### src/rtl/led_status_pkg.sv
package led_status_pkg;

    // Display patterns, one per ranked supply state
    typedef enum logic [2:0] {
        PAT_DARK        = 3'd0,
        PAT_GREEN_ON    = 3'd1,
        PAT_GREEN_SLOW  = 3'd2,
        PAT_AMBER_SLOW  = 3'd3,
        PAT_AMBER_ON    = 3'd4,
        PAT_GREEN_FAST  = 3'd5
    } led_pat_e;

    typedef enum logic [1:0] {
        RATE_SOLID = 2'd0,
        RATE_SLOW  = 2'd1,
        RATE_FAST  = 2'd2
    } blink_rate_e;

    typedef struct packed {
        logic fw_update;
        logic crit_stop;
        logic warn_run;
        logic main_good;
        logic standby_only;
        logic ac_good;
    } supply_cond_t;

    typedef struct packed {
        logic green;
        logic amber;
    } led_drive_t;

    function automatic blink_rate_e pat_rate(input led_pat_e p);
        case (p)
            PAT_GREEN_SLOW, PAT_AMBER_SLOW: return RATE_SLOW;
            PAT_GREEN_FAST:                 return RATE_FAST;
            default:                        return RATE_SOLID;
        endcase
    endfunction

    // Colour shown during the lit half of a pattern
    function automatic led_drive_t pat_colour(input led_pat_e p);
        led_drive_t d;
        d = '0;
        case (p)
            PAT_GREEN_ON, PAT_GREEN_SLOW, PAT_GREEN_FAST: d.green = 1'b1;
            PAT_AMBER_ON, PAT_AMBER_SLOW:                 d.amber = 1'b1;
            default:                                      d = '0;
        endcase
        return d;
    endfunction

endpackage

### src/rtl/led_prio_sel.sv
module led_prio_sel
    import led_status_pkg::*;
(
    input  supply_cond_t cond,
    output led_pat_e     pat_sel
);
    // Fixed ranking: update mode, critical, warning, output good, standby
    always_comb begin
        if (cond.fw_update)
            pat_sel = PAT_GREEN_FAST;
        else if (cond.crit_stop)
            pat_sel = PAT_AMBER_ON;
        else if (cond.warn_run)
            pat_sel = PAT_AMBER_SLOW;
        else if (cond.main_good)
            pat_sel = PAT_GREEN_ON;
        else if (cond.ac_good && cond.standby_only)
            pat_sel = PAT_GREEN_SLOW;
        else
            pat_sel = PAT_DARK;
    end
endmodule

### src/rtl/led_phase_gen.sv
module led_phase_gen
    import led_status_pkg::*;
#(
    parameter int SLOW_HALF = 8,
    parameter int FAST_HALF = 4
) (
    input  logic     clk,
    input  logic     rst,
    input  led_pat_e pat_sel,
    output led_pat_e pat_q,
    output logic     lit_q
);
    localparam int CW = (SLOW_HALF > 1) ? $clog2(SLOW_HALF) : 1;
    localparam logic [CW-1:0] SLOW_LIM = CW'(SLOW_HALF - 1);
    localparam logic [CW-1:0] FAST_LIM = CW'(FAST_HALF - 1);

    logic [CW-1:0] cnt_q;
    logic [CW-1:0] lim;
    blink_rate_e   rate;

    always_comb begin
        rate = pat_rate(pat_q);
        lim  = (rate == RATE_FAST) ? FAST_LIM : SLOW_LIM;
    end

    always_ff @(posedge clk) begin
        if (rst) begin
            pat_q <= PAT_DARK;
            cnt_q <= '0;
            lit_q <= 1'b1;
        end else if (pat_sel != pat_q) begin
            // New pattern: restart at the beginning of the lit half
            pat_q <= pat_sel;
            cnt_q <= '0;
            lit_q <= 1'b1;
        end else if (rate == RATE_SOLID) begin
            cnt_q <= '0;
            lit_q <= 1'b1;
        end else if (cnt_q == lim) begin
            cnt_q <= '0;
            lit_q <= ~lit_q;
        end else begin
            cnt_q <= cnt_q + 1'b1;
        end
    end
endmodule

### src/rtl/led_colour_map.sv
module led_colour_map
    import led_status_pkg::*;
(
    input  led_pat_e   pat_q,
    input  logic       lit_q,
    output led_drive_t drive
);
    always_comb begin
        drive = lit_q ? pat_colour(pat_q) : '0;
    end
endmodule

### src/rtl/status_led_ctrl.sv
module status_led_ctrl
    import led_status_pkg::*;
#(
    parameter int CLK_HZ = 100_000_000
) (
    input  logic clk,
    input  logic rst,
    input  logic ac_good,
    input  logic main_good,
    input  logic standby_only,
    input  logic warn_run,
    input  logic crit_stop,
    input  logic fw_update,
    output logic led_green,
    output logic led_amber
);
    localparam int SLOW_HALF = CLK_HZ / 2;
    localparam int FAST_HALF = CLK_HZ / 4;

    supply_cond_t cond;
    led_pat_e     pat_sel;
    led_pat_e     pat_q;
    logic         lit_q;
    led_drive_t   drive;

    always_comb begin
        cond.fw_update    = fw_update;
        cond.crit_stop    = crit_stop;
        cond.warn_run     = warn_run;
        cond.main_good    = main_good;
        cond.standby_only = standby_only;
        cond.ac_good      = ac_good;
    end

    led_prio_sel u_sel (
        .cond    (cond),
        .pat_sel (pat_sel)
    );

    led_phase_gen #(
        .SLOW_HALF (SLOW_HALF),
        .FAST_HALF (FAST_HALF)
    ) u_phase (
        .clk     (clk),
        .rst     (rst),
        .pat_sel (pat_sel),
        .pat_q   (pat_q),
        .lit_q   (lit_q)
    );

    led_colour_map u_map (
        .pat_q (pat_q),
        .lit_q (lit_q),
        .drive (drive)
    );

    assign led_green = drive.green;
    assign led_amber = drive.amber;
endmodule

### config.mk
export PLATFORM = sky130hd
export DESIGN_NAME = status_led_ctrl
export DESIGN_NICKNAME = d
export VERILOG_FILES = /design/src/rtl/led_status_pkg.sv /design/src/rtl/led_prio_sel.sv /design/src/rtl/led_phase_gen.sv /design/src/rtl/led_colour_map.sv /design/src/rtl/status_led_ctrl.sv
export SDC_FILE = /design/constraint.sdc
export NUM_CORES = 1
export LEC_CHECK = 0
export CAP_MARGIN = 20
export CORE_MARGIN = 2
export CORE_UTILIZATION = 51
export DETAILED_ROUTE_END_ITERATION = 8
export GPL_ROUTABILITY_DRIVEN = 0
export PLACE_DENSITY = 0.83
export SYNTH_ARGS = -nofsm -noshare
export SYNTH_HDL_FRONTEND = slang
export SYNTH_SLANG_ARGS = --single-unit
### constraint.sdc
create_clock -name clk -period 1.5 [get_ports clk]
set_input_delay 0.3 -clock clk [delete_from_list [all_inputs] [get_ports clk]]
set_output_delay 0.3 -clock clk [all_outputs]
set_load 0.005 [all_outputs]
==> results by stage, run 1 <==
Status:
- The run finished, with violations left.
- The checks that failed: setup timing.

Synthesis:
- In the synthesized netlist, the cells that appear most often are sky130_fd_sc_hd__nor2_1 (34), sky130_fd_sc_hd__dfxtp_1 (30), sky130_fd_sc_hd__xor2_1 (21).
- Of all flip-flops after synthesis, the portion carrying an async set or reset was 0.
- The top cell type's share of synthesized area is 0.416.
- The number of flip-flops and latches in the synthesized netlist is 30.
- In the synthesized netlist the dominant register cell turns out to be sky130_fd_sc_hd__dfxtp_1.
- The post-synth design cell area is 0.00144 mm^2.
- The Yosys step of the flow raised 0 warnings.
- The number of nets in the synthesized netlist is 178.
- In this run the mean area of a mapped cell was 8.54 um^2.
- The count of flip-flops with a built-in enable after synthesis is 0.
- The number of distinct library cells after synthesis is 32.
- The most used standard cell by instance count after synthesis is sky130_fd_sc_hd__nor2_1.
- By area the synthesized netlist is led by sky130_fd_sc_hd__dfxtp_1 (42%), sky130_fd_sc_hd__xor2_1 (13%), sky130_fd_sc_hd__nor2_1 (8.8%).
- The dominant cell type by area after synthesis is sky130_fd_sc_hd__dfxtp_1.
- Counting every instance in the synthesized netlist gives approximately 170.
- Of the synthesized area, sequential elements account for 0.416.

Critical path:
- At the worst endpoint, the arrival time is between 1.5 and 2 ns.
- The startpoint type of the worst setup path is a flop.
- For the worst setup path, the data required time is ~1.7 ns.
- The critical path capture point type is a flop.
- In this run the worst setup path terminates at u_phase.cnt_q[25]$_SDFF_PP0_.
- The register-to-register setup slack is -0.23 ns.
- The startpoint of the most critical setup path is u_phase.pat_q[1]$_SDFFE_PP0P_.
- Of all nets on the critical path, the largest fanout is 20.
- Counting cells, the worst reg-to-reg path comes to 6.
- The critical path is of the reg -> reg type.
- The endpoint identified for the worst register-to-register timing path is u_phase.cnt_q[25]$_SDFF_PP0_.
- The worst register-to-register path begins at u_phase.pat_q[1]$_SDFFE_PP0P_.

Clock network:
- The clock latency of the later-clocked register in the worst-skew pair is 0.33 ns.
- The clock tree buffer depth is 2.
- The number of buffers created by CTS is 5.
- Counting every sink on the clock net gives 30.
- CTS placed an instance of sky130_fd_sc_hd__clkbuf_4 at the clock tree root.
- The clock-pin slew reported for the worst setup and hold paths after clock tree synthesis is ~0.090 ns.
- TritonCTS built the clock tree.
- The H-tree generated during clock tree synthesis spans 2 levels.

Power and ir drop:
- The largest vdd supply drop is 0.565 mV.
- The switching power summed over all nets is ~0.32 mW.
- The power share of the combinational group is 0.079.
- Of the total power, registers draw 0.580.
- The total power density per cell area is approximately 660 mW/mm^2.
- The share of total power dissipated in the clock network is 0.341.
- Summed over all cells, the static leakage comes to around 0.83 nW.
- The internal power is roughly 1.1 mW.
- The switching share of power is 0.228.

Layout:
- Across the whole layout, storage elements account for around 600 um^2.
- The area overhead of the layout relative to synthesis is 46.1%.
- The multi-input combinational cells in the finished layout cover a total of slightly above 900 um^2.
- The fraction of final layout cells sized beyond drive strength 1 is 0.399.
- Counting the fill cells in the layout gives 166.
- The number of inserted diodes is 0.
- The net count of the finished layout is ~240.

Timing:
- Of the available clock period, the critical path in the final layout requires 1.15.
- Static timing analysis puts the maximum clock frequency at between 0.5 and 0.6 GHz.
- The largest clock skew in the final design is between 0.007 and 0.008 ns.
- The number of pins with negative max-slew slack in the final report is 0.
- The actual slew at the worst max-slew pin is approximately 0.33 ns.
- The final hold violation count is 0.
- The aggregate negative setup slack is -4.90 ns.
- Setup repair after global routing could not meet its margin everywhere.
- The count of endpoints failing setup in the final report is 25.
- The smallest clock period supported by the final layout is computed as around 1.7 ns.
- In this run the tightest slew margin relative to its limit is 0.778.
- In the post-route analysis, the smallest setup slack over all paths is -0.231 ns.

Global routing:
- The first global-routing pass estimated 6020 um of wire.
- Across every metal layer, demand over resource in global routing totals 0.243.
- The number of antenna violations at the first check in global routing came to 0.
- The total grt overflow is 0.
- Entering global routing, the biggest net connects 21 pins.
- The number of global-route vias before repair is around 1.5k.

Floorplanning:
- The total area inside the core boundary comes to between 0.002 and 0.003 mm^2.
- The die outline area is 0.00327 mm^2.
- The floorplan step set the die height to about 57 um.
- The number of ports placed on the die boundary is 10.
- The x dimension of the die is between 50 and 60 um.
- The effective utilization at floorplan is 0.528.
- The initialized floorplan defines 19 standard-cell rows.

Route:
- For this block, the initial DRC count from the detailed router was 60.
- The first detailed-routing pass ran for 4 iterations.
- After detailed routing, the number of remaining DRC violations is 0.
- The routed layout has 1414 vias.
- The via density per instance is 5.46.
- The count of nets left with antenna violations once routing finished came out at 0.
- For this block, the routed nets add up to 3960 um of wire.
- The average wire per cell in the routed design is around 15 um.

Placement:
- Buffers placed on the I/O ports in this run total 9.
- The post-DP HPWL is about 2500 um.
- Before CTS, the worst setup slack after placement is -0.513 ns.

Run:
- The number of maximum-capacitance violations is 0.

Hold path:
- The path type of the worst min-delay path is in -> reg.
[power by group through the flow]
stage	registers (mW)	clock network (mW)	logic, mW
finish	0.805	0.473	0.110
global route	0.805	0.510	0.117
CTS	0.806	0.480	0.0810
detailed placement	0.823	0	0.0753
global placement	0.822	0	0.0720
floorplan	0.823	0	0.0283
[cell usage in the layout, fill, tap and decap left out, types with 2 or more instances in the layout]
cell	synthesis	final
sky130_fd_sc_hd__buf_4	0	42
sky130_fd_sc_hd__nor2_1	34	28
sky130_fd_sc_hd__dfxtp_1	30	22
sky130_fd_sc_hd__xor2_1	21	20
sky130_fd_sc_hd__nand3_1	17	16
sky130_fd_sc_hd__nand2_1	12	9
sky130_fd_sc_hd__nand4_1	8	8
sky130_fd_sc_hd__dfxtp_2	0	7
sky130_fd_sc_hd__nor2_2	0	5
sky130_fd_sc_hd__clkbuf_4	0	5
sky130_fd_sc_hd__buf_6	2	5
sky130_fd_sc_hd__and3_1	4	4
sky130_fd_sc_hd__clkdlybuf4s50_1	0	4
sky130_fd_sc_hd__inv_1	4	3
sky130_fd_sc_hd__xnor2_1	4	3
sky130_fd_sc_hd__a21oi_1	4	3
sky130_fd_sc_hd__dlymetal6s2s_1	0	3
sky130_fd_sc_hd__nor2b_1	3	2
sky130_fd_sc_hd__nor4_2	0	2
sky130_fd_sc_hd__and4_1	3	2
sky130_fd_sc_hd__nand2_2	0	2
sky130_fd_sc_hd__buf_2	0	2
[area by class of cell]
cell class	count	area share
Multi-Input combinational cell	132	0.442
Tap cell	31	0.0184
Sequential cell	30	0.291
Timing Repair Buffer	56	0.218
Clock buffer	6	0.0243
Inverter	4	0.00712
[per-stage QoR]
| step | utilization | hold slack (ns) | total power [mW] | std cells | cell area, um^2 |
|---|---|---|---|---|---|
| 4_1_cts | 0.719 | 0.561 | 1.37 | 252 | 1970 |
| 2_1_floorplan | - | 0.365 | 0.851 | 169 | 1460 |
| 6_report | 0.772 | 0.336 | 1.39 | 259 | 2110 |
| 5_1_grt | 0.772 | 0.351 | 1.43 | 259 | 2110 |
| 3_3_place_gp | 0.672 | 0.512 | 0.894 | 243 | 1840 |
| 3_5_place_dp | 0.672 | 0.525 | 0.898 | 243 | 1840 |
[metal layers]
metal  track usage  vias up  routed length [um]
li1              -      702                   -
met1         0.251      679                1630
met2         0.433       24                2140
met3        0.0839        9                 119
met4         0.120        0                  70
met5             0        -                   0
[worst max-delay path, stage by stage, from the launching register on]
cell and delay, ns:
sky130_fd_sc_hd__dfxtp_2 0.36, sky130_fd_sc_hd__and3b_2 0.24, sky130_fd_sc_hd__or3_4 0.35, sky130_fd_sc_hd__a211oi_4 0.25
sky130_fd_sc_hd__nand3b_1 0.16, sky130_fd_sc_hd__buf_6 0.19, sky130_fd_sc_hd__nor2_1 0.07
[flip-flops by register name, indices dropped and copies added, names as in the netlist]
register       cells
u_phase.cnt_q     26
u_phase.pat_q      3
u_phase.lit_q      1
[logic make-up after synthesis]
| family | after synthesis | share of synthesized area |
|---|---|---|
| simple gates | 95 | 0.344 |
| compound gates | 11 | 0.0511 |
| buf+inv | 7 | 0.0286 |
| xor+xnor | 25 | 0.152 |
| fa+ha+maj | 1 | 0.00866 |
| flops | 30 | 0.416 |
[how the worst min path moves through the flow]
stage / cells after the start / endpoint / startpoint / slack (ns)
after detailed placement: 2 / u_phase.lit_q$_SDFFE_PP1N_ / u_phase.lit_q$_SDFFE_PP1N_ / 0.52
after floorplan: 1 / u_phase.pat_q[1]$_SDFFE_PP0P_ / rst / 0.36
after global placement: 2 / u_phase.cnt_q[0]$_SDFF_PP0_ / u_phase.cnt_q[0]$_SDFF_PP0_ / 0.51
final: 3 / u_phase.pat_q[0]$_SDFFE_PP0P_ / crit_stop / 0.34
after global routing: 3 / u_phase.pat_q[0]$_SDFFE_PP0P_ / crit_stop / 0.35
after CTS: 2 / u_phase.lit_q$_SDFFE_PP1N_ / u_phase.lit_q$_SDFFE_PP1N_ / 0.56
[what timing repair did]
| item | in CTS | in global routing |
|---|---|---|
| endpoints found under the setup margin | 29 | 29 |
| gates resized for setup | 23 | 29 |
| hold buffers | 0 | 0 |
| pin swaps | 2 | 7 |
| buffers inserted | 4 | 7 |
| cloned | 0 | 0 |
Note: power is estimated with default switching activity, not from simulation.
==> run 2, diff against run 1 <==
--- a/config.mk
+++ b/config.mk
@@ -7,10 +7,11 @@
 export LEC_CHECK = 0
 export CAP_MARGIN = 20
 export CORE_MARGIN = 2
-export CORE_UTILIZATION = 51
+export CORE_UTILIZATION = 57
 export DETAILED_ROUTE_END_ITERATION = 8
 export GPL_ROUTABILITY_DRIVEN = 0
-export PLACE_DENSITY = 0.83
+export PLACE_DENSITY = 0.88
+export SKIP_CTS_REPAIR_TIMING = 1
 export SYNTH_ARGS = -nofsm -noshare
 export SYNTH_HDL_FRONTEND = slang
 export SYNTH_SLANG_ARGS = --single-unit
==> constraint.sdc (replaced) <==
create_clock -name clk -period 1.7 [get_ports clk]
set_input_delay 0.34 -clock clk [delete_from_list [all_inputs] [get_ports clk]]
set_output_delay 0.34 -clock clk [all_outputs]
set_load 0.005 [all_outputs]
==> run 2 against run 1 <==
Compared with the run above: the run still ends with setup timing left; sequential power shrank 12%; non-clock buffer count shrank 15; worst setup slack gained 0.075 ns; critical endpoint is now u_phase.cnt_q[16]$_SDFF_PP0_; largest cell class unchanged.
==> results by stage, run 2 (synthesis gave the netlist of run 1 again) <==
Layout:
- The non-filler instance count after layout is 245 (-5.4%).
- The number of filler cells placed in the layout was 158 (-4.8%).
- The fraction of final layout cells sized beyond drive strength 1 is 0.335 (-0.0642).
- The area of combinational cells with multiple inputs came to 875 um^2 (-6.2%).
- The largest registers in the layout are u_phase.cnt_q x26, u_phase.pat_q x3, u_phase.lit_q x1.
- The number of inserted diodes is 0 (unchanged).
- Leaving out fill and tap cells, the most frequent cell in the layout is sky130_fd_sc_hd__buf_4.
- The net total in the final layout was 223 (-6.3%).
- Leaving out fill and tap cells, the most frequent cells in the layout are sky130_fd_sc_hd__buf_4 (28), sky130_fd_sc_hd__nor2_1 (24), sky130_fd_sc_hd__xor2_1 (21), sky130_fd_sc_hd__dfxtp_1 (21), sky130_fd_sc_hd__nand3_1 (17).
- The sequential standard cell area came to 612 um^2 (-0.20%).
- The share of the core filled with cells in the final layout came to 0.806 (+0.0344).
- The final design instance area without fill is 0.00196 mm^2 (-7.1%).
- Counting flops per register, the top entry is u_phase.cnt_q.
- Relative to the synthesized area, the layout overhead comes to 35.8%.
- The number of flip-flops under the largest register name is 26 (unchanged).

Clock network:
- The number of buffers created by CTS is 5 (unchanged).
- The clock latency of the later-clocked register in the worst-skew pair came to 0.33 ns (about the same).
- TritonCTS built the clock tree.
- The clock-pin slew reported for the worst setup and hold paths after clock tree synthesis is 0.10 ns (about the same).
- The level count of the clock H-tree was 2 (unchanged).
- The TritonCTS sink count is 30 (unchanged).
- The clock tree buffer depth is 2 (unchanged).
- The root buffer selected by CTS is sky130_fd_sc_hd__clkbuf_4.

Timing:
- The actual slew at the worst max-slew pin came to 0.365 ns (+0.0364 ns).
- The aggregate negative setup slack is -2.57 ns (+2.32 ns).
- The worst hold margin is 0.358 ns (+0.0213 ns).
- The minimum clock period after layout is 1.86 ns.
- The count of endpoints failing setup in the final report is 21 (-16%).
- The final hold violation count is 0 (unchanged).
- The final worst slack is -0.156 ns (+0.0754 ns).
- The highest achievable clock rate is 0.539 GHz.
- Setup repair after global routing could not meet its margin everywhere.
- The largest clock skew in the final design is 0.0133 ns (+0.00576 ns).
- The relative max-transition margin is 0.756 (-0.0220).
- The number of pins with negative max-slew slack in the final report is 0 (unchanged).
- The part of the cycle the worst path needs is 1.09.

Route:
- The average wire per cell in the routed design is 15.8 um (+3.0%).
- The number of violations reported at the end of detailed-routing iteration 0 is 57 (-5.0%).
- The number of remaining DRC errors is 0 (unchanged).
- The iteration count of the initial detailed-routing pass came to 4 (unchanged).
- The via density per instance is 5.73 (+5.0%).
- The number of nets with antenna violations after detailed routing is 0 (unchanged).
- The routed via count came to 1404 (-0.71%).
- The total wire length is 3860 um (-2.5%).

Global routing:
- The overall fraction of global-route tracks in use came to 0.245 (+0.00188).
- The number of global-route vias before repair is 1214 (-16%).
- The number of antenna violations at the first check in global routing is 0 (unchanged).
- The total grt overflow is 0 (unchanged).
- The pin count of the biggest net entering global routing is 21 (unchanged).
- The first-pass GRT wire length was 5020 um (-17%).

Hold path:
- The count of cells along the worst hold path is 3 (unchanged).
- The path type of the worst min-delay path is in -> reg.

Floorplanning:
- The x dimension of the die is 54.3 um (-5.0%).
- The placeable core area is 0.00243 mm^2 (-11%).
- The die outline area was 0.00295 mm^2 (-9.8%).
- The total number of placement rows was 18 (-1).
- The die height was 54.3 um (-5.0%).
- The number of ports placed on the die boundary is 10 (unchanged).
- The effective utilization at floorplan is 0.594 (+0.0655).

Power and ir drop:
- The total power after layout is 1.25 mW (-9.8%).
- The switching share of power is 0.238 (+0.00976).
- The largest vdd supply drop is 0.689 mV (+22%).
- The switching power summed over all nets is 0.298 mW (-5.9%).
- The internal power came to 0.954 mW (-11%).
- The relative contribution of sequential cells to total power is 0.566 (-0.014).
- The power share of the combinational group is 0.069 (-0.010).
- The leakage power summed over all cells is 0.763 nW (-8.6%).
- The clock network fraction of total power is 0.364 (+0.023).
- The total power density per cell area is 639 mW/mm^2 (-2.9%).

Critical path:
- The worst endpoint required time is 1.97 ns (+0.25 ns).
- The data arrival at the endpoint of the critical path came to 2.12 ns (+0.17 ns).
- The length in cells of the worst reg-to-reg path is 6 (unchanged).
- STA classifies the critical path startpoint as a primary input.
- The kind of critical path is in -> reg.
- The maximum fanout count along the critical path is 5 (-75%).
- STA classifies the critical path endpoint as a flop.

Placement:
- The worst slack after detailed placement was -0.353 ns (+0.160 ns).
- The post-DP HPWL is 2390 um (-4.8%).
- The total placed cells including tap cells is 232 (-4.5%).
- The post-place instance area is 0.00175 mm^2 (-4.8%).
- The count of input and output buffers is 9 (unchanged).

Status:
- The final reports fail on setup timing.
- The run finished, with violations left.

Run:
- The number of maximum-capacitance violations is 0 (unchanged).
run 2: routing by layer:
| layer | global-route usage | vias up | share of wire |
|---|---|---|---|
| met5 | 0 | - | 0 |
| met3 | 0.0902 | 9 | 0.048 |
| met2 | 0.444 | 47 | 0.53 |
| met4 | 0.0958 | 0 | 0.018 |
| li1 | - | 675 | - |
| met1 | 0.253 | 673 | 0.41 |
run 2: worst paths after layout:
check	start	endpoint	slack, ns
worst max-delay path	fw_update	u_phase.cnt_q[16]$_SDFF_PP0_	-0.16
worst min-delay path	crit_stop	u_phase.pat_q[0]$_SDFFE_PP0P_	0.36
worst max register to register	u_phase.cnt_q[24]$_SDFF_PP0_	u_phase.cnt_q[16]$_SDFF_PP0_	-0.07
worst min register to register	u_phase.lit_q$_SDFFE_PP1N_	u_phase.lit_q$_SDFFE_PP1N_	0.55
run 2: layout make-up:
type / instances / area share
sequential: 30 / 0.312
inverter: 4 / 0.00766
multi-input combinational: 132 / 0.446
tap: 30 / 0.0191
clock buffer: 6 / 0.0262
clock inverter: 2 / 0.00638
timing repair buffer: 41 / 0.183
run 2: power by group through the flow:
stage,clock [mW],combinational (mW),sequential (mW)
5_1_grt,0.506,0.0926,0.710
6_report,0.456,0.0867,0.709
2_1_floorplan,0,0.0248,0.726
3_5_place_dp,0,0.0695,0.726
4_1_cts,0.464,0.0696,0.709
3_3_place_gp,0,0.0662,0.725
run 2: critical path: stages:
cell	delay, ns
sky130_fd_sc_hd__clkdlybuf4s50_1	0.54
sky130_fd_sc_hd__inv_1	0.12
sky130_fd_sc_hd__a21o_1	0.19
sky130_fd_sc_hd__a221oi_2	0.30
sky130_fd_sc_hd__nand3b_1	0.29
sky130_fd_sc_hd__buf_6	0.24
sky130_fd_sc_hd__nor2_1	0.10
==> run 3, diff against run 2 <==
--- a/config.mk
+++ b/config.mk
@@ -6,12 +6,13 @@
 export NUM_CORES = 1
 export LEC_CHECK = 0
 export CAP_MARGIN = 20
-export CORE_MARGIN = 2
 export CORE_UTILIZATION = 57
 export DETAILED_ROUTE_END_ITERATION = 8
 export GPL_ROUTABILITY_DRIVEN = 0
 export PLACE_DENSITY = 0.88
+export REMOVE_ABC_BUFFERS = 1
 export SKIP_CTS_REPAIR_TIMING = 1
+export SLEW_MARGIN = 20
 export SYNTH_ARGS = -nofsm -noshare
 export SYNTH_HDL_FRONTEND = slang
 export SYNTH_SLANG_ARGS = --single-unit
==> run 3 against run 2 <==
Compared with the run above: the run still ends with setup timing left; register-to-register slack got worse by 0.06 ns; cell count did not move; core utilization increased by 6.9 points; hold slack improved by 0.0051 ns; largest power group unchanged.
==> results by stage, run 3 (synthesis gave the netlist of run 1 again) <==
Status:
- The flow ran to the end, but the final reports show violations.
- The checks that failed: setup timing.

Layout:
- Ranked by flip-flop count, first place goes to u_phase.cnt_q.
- The non-filler instance count after layout is 245 (unchanged).
- The share of the core filled with cells in the final layout is 0.875 (+0.0692).
- The number of flip-flops under the largest register name came to 26 (unchanged).
- The number of inserted diodes came to 0 (unchanged).
- The final design instance area without fill is 0.00201 mm^2 (+2.6%).
- The most common library cell in the layout ignoring fill and taps is sky130_fd_sc_hd__buf_4.
- The area growth from synthesis to layout is 39.3%.
- In the final layout, the registers with the most flip-flops are u_phase.cnt_q x26, u_phase.pat_q x3, u_phase.lit_q x1.
- The net total in the final layout is 225 (+0.90%).
- Leaving out fill and tap cells, the most frequent cells in the layout are sky130_fd_sc_hd__buf_4 (29), sky130_fd_sc_hd__xor2_1 (21), sky130_fd_sc_hd__dfxtp_1 (21).
- The fraction of final layout cells sized beyond drive strength 1 is 0.373 (+0.0384).

Power and ir drop:
- The largest vdd supply drop is 0.596 mV (-14%).
- The total power density per cell area is 631 mW/mm^2 (-1.1%).
- The leakage power summed over all cells came to 0.764 nW (+0.20%).
- The total power after layout is 1.27 mW (+1.4%).

Global routing:
- The number of antenna violations at the first check in global routing is 0 (unchanged).
- The overall fraction of global-route tracks in use is 0.286 (+0.0410).
- The pin count of the biggest net entering global routing was 21 (unchanged).
- The number of global-route vias before repair was 1293 (+6.5%).
- The total grt overflow was 0 (unchanged).
- The first-pass GRT wire length is 5520 um (+10%).

Route:
- The total wire length is 4440 um (+15%).
- The via density per instance is 6.07 (+5.9%).
- The number of violations reported at the end of detailed-routing iteration 0 is 66 (+16%).
- The routed via count is 1487 (+5.9%).
- The average wire per cell in the routed design came to 18.1 um (+15%).
- The iteration count of the initial detailed-routing pass is 5 (+1).
- The number of nets with antenna violations after detailed routing was 0 (unchanged).
- The number of remaining DRC errors is 0 (unchanged).

Timing:
- The largest clock skew in the final design is 0.0103 ns (-0.00307 ns).
- The final hold violation count is 0 (unchanged).
- Setup repair after global routing could not meet its margin everywhere.
- The relative max-transition margin was 0.752 (-0.00434).
- The highest achievable clock rate is 0.546 GHz (+1.4%).
- The aggregate negative setup slack is -2.30 ns (+0.274 ns).
- The actual slew at the worst max-slew pin is 0.371 ns (+0.00649 ns).
- The final worst slack was -0.130 ns (+0.0255 ns).
- The number of pins with negative max-slew slack in the final report is 0 (unchanged).
- The part of the cycle the worst path needs is 1.08 (-0.0150).
- The minimum clock period after layout is 1.83 ns (-0.0255 ns).
- The count of endpoints failing setup in the final report is 20 (-4.8%).

Floorplanning:
- The die outline area is 0.00274 mm^2 (-7.2%).
- The total number of placement rows is 17 (-1).
- The die height is 52.3 um (-3.7%).
- The x dimension of the die is 52.3 um (-3.7%).
- The effective utilization at floorplan is 0.629 (+0.0349).
- The placeable core area is 0.00230 mm^2 (-5.6%).
- The number of ports placed on the die boundary is 10 (unchanged).

Placement:
- The post-DP HPWL came to 2600 um (+9.1%).
- The post-place instance area is 0.00175 mm^2 (-0.14%).
- The count of input and output buffers came to 9 (unchanged).
- The total placed cells including tap cells is 230 (-0.86%).

Clock network:
- The number of buffers created by CTS is 5 (unchanged).
- The clock-pin slew reported for the worst setup and hold paths after clock tree synthesis is 0.10 ns (about the same).
- The root buffer selected by CTS is sky130_fd_sc_hd__clkbuf_4.
- The TritonCTS sink count is 30 (unchanged).
- The clock tree buffer depth was 2 (unchanged).
- The level count of the clock H-tree is 2 (unchanged).
- The CTS tree is built.
- The clock latency of the later-clocked register in the worst-skew pair is 0.35 ns (+0.02 ns).

Critical path:
- Traced cell by cell, the critical path runs through and3b_2 > or3_4 > a211oi_2 > nand3b_1 > buf_6 > buf_6 > nor2_2.
- The data arrival at the endpoint of the critical path came to 2.09 ns (-0.03 ns).
- Among the stages of the critical path, the cell type that occurs most often is sky130_fd_sc_hd__buf_6.
- The critical path capture point type is a flop.
- The maximum fanout count along the critical path is 5 (unchanged).
- The worst setup path is launched from a flop.
- The register-to-register setup slack came to -0.13 ns (-0.06 ns).
- The worst endpoint required time came to 1.96 ns (about the same).
- For this design, the slowest cell found on the critical path is sky130_fd_sc_hd__dfxtp_2.
- By startpoint and endpoint, the worst setup path is classified as reg -> reg.
- The largest incremental delay on the critical path is 0.35 ns (-0.19 ns).

Hold path:
- The path type of the worst min-delay path is in -> reg.

Run:
- The number of maximum-capacitance violations came to 0 (unchanged).
==> run 3: cell count changes in the layout (fill, tap and decap cells not counted), sizes merged <==
cell / change
dlymetal6s2s: -1
clkinvlp: -1
clkbuf: +1
buf: +3
==> run 3: stage by stage <==
stage	hold slack (ns)	setup slack, ns
3_5_place_dp	0.533	-0.443
2_1_floorplan	0.409	-0.163
3_3_place_gp	0.511	-0.261
4_1_cts	0.550	-0.438
5_1_grt	0.383	-0.171
6_report	0.363	-0.130
==> run 3: critical path: cells and delay by family (launching register included) <==
family	cells	cell delay, ns
compound gates	1	0.28
buf+inv	2	0.28
flops	1	0.35
simple gates	4	0.83
==> run 3: cell type report <==
cell class / count / area (um^2)
clock buffer: 7 / 55.1
clock inverter: 1 / 5.00
fill: 125 / 287
inverter: 4 / 15.0
multi-input combinational: 132 / 913
sequential: 30 / 614
tap: 28 / 35.0
timing repair buffer: 43 / 373
==> run 3: path summary, 6_finish.rpt <==
kind / cells past startpoint / startpoint / end
hold reg to reg: 2 / u_phase.cnt_q[0]$_SDFF_PP0_ / u_phase.cnt_q[0]$_SDFF_PP0_
hold / removal: 3 / warn_run / u_phase.pat_q[1]$_SDFFE_PP0P_
setup / recovery: 7 / u_phase.pat_q[1]$_SDFFE_PP0P_ / u_phase.cnt_q[16]$_SDFF_PP0_
setup reg to reg: 7 / u_phase.pat_q[1]$_SDFFE_PP0P_ / u_phase.cnt_q[16]$_SDFF_PP0_
==> run 3: report_power, final <==
| group | switching [mW] | leakage [nW] | internal [mW] |
|---|---|---|---|
| Combinational | 0.0446 | 0.483 | 0.0482 |
| Sequential | 0.00216 | 0.246 | 0.706 |
| Clock | 0.269 | 0.0353 | 0.200 |
==> run 3: metal layers <==
layer / vias to the layer above / routed length (um) / track usage
met5: - / 0 / 0
met3: 34 / 346 / 0.0870
met2: 91 / 2090 / 0.483
li1: 680 / - / -
met4: 0 / 274 / 0.175
met1: 682 / 1730 / 0.307
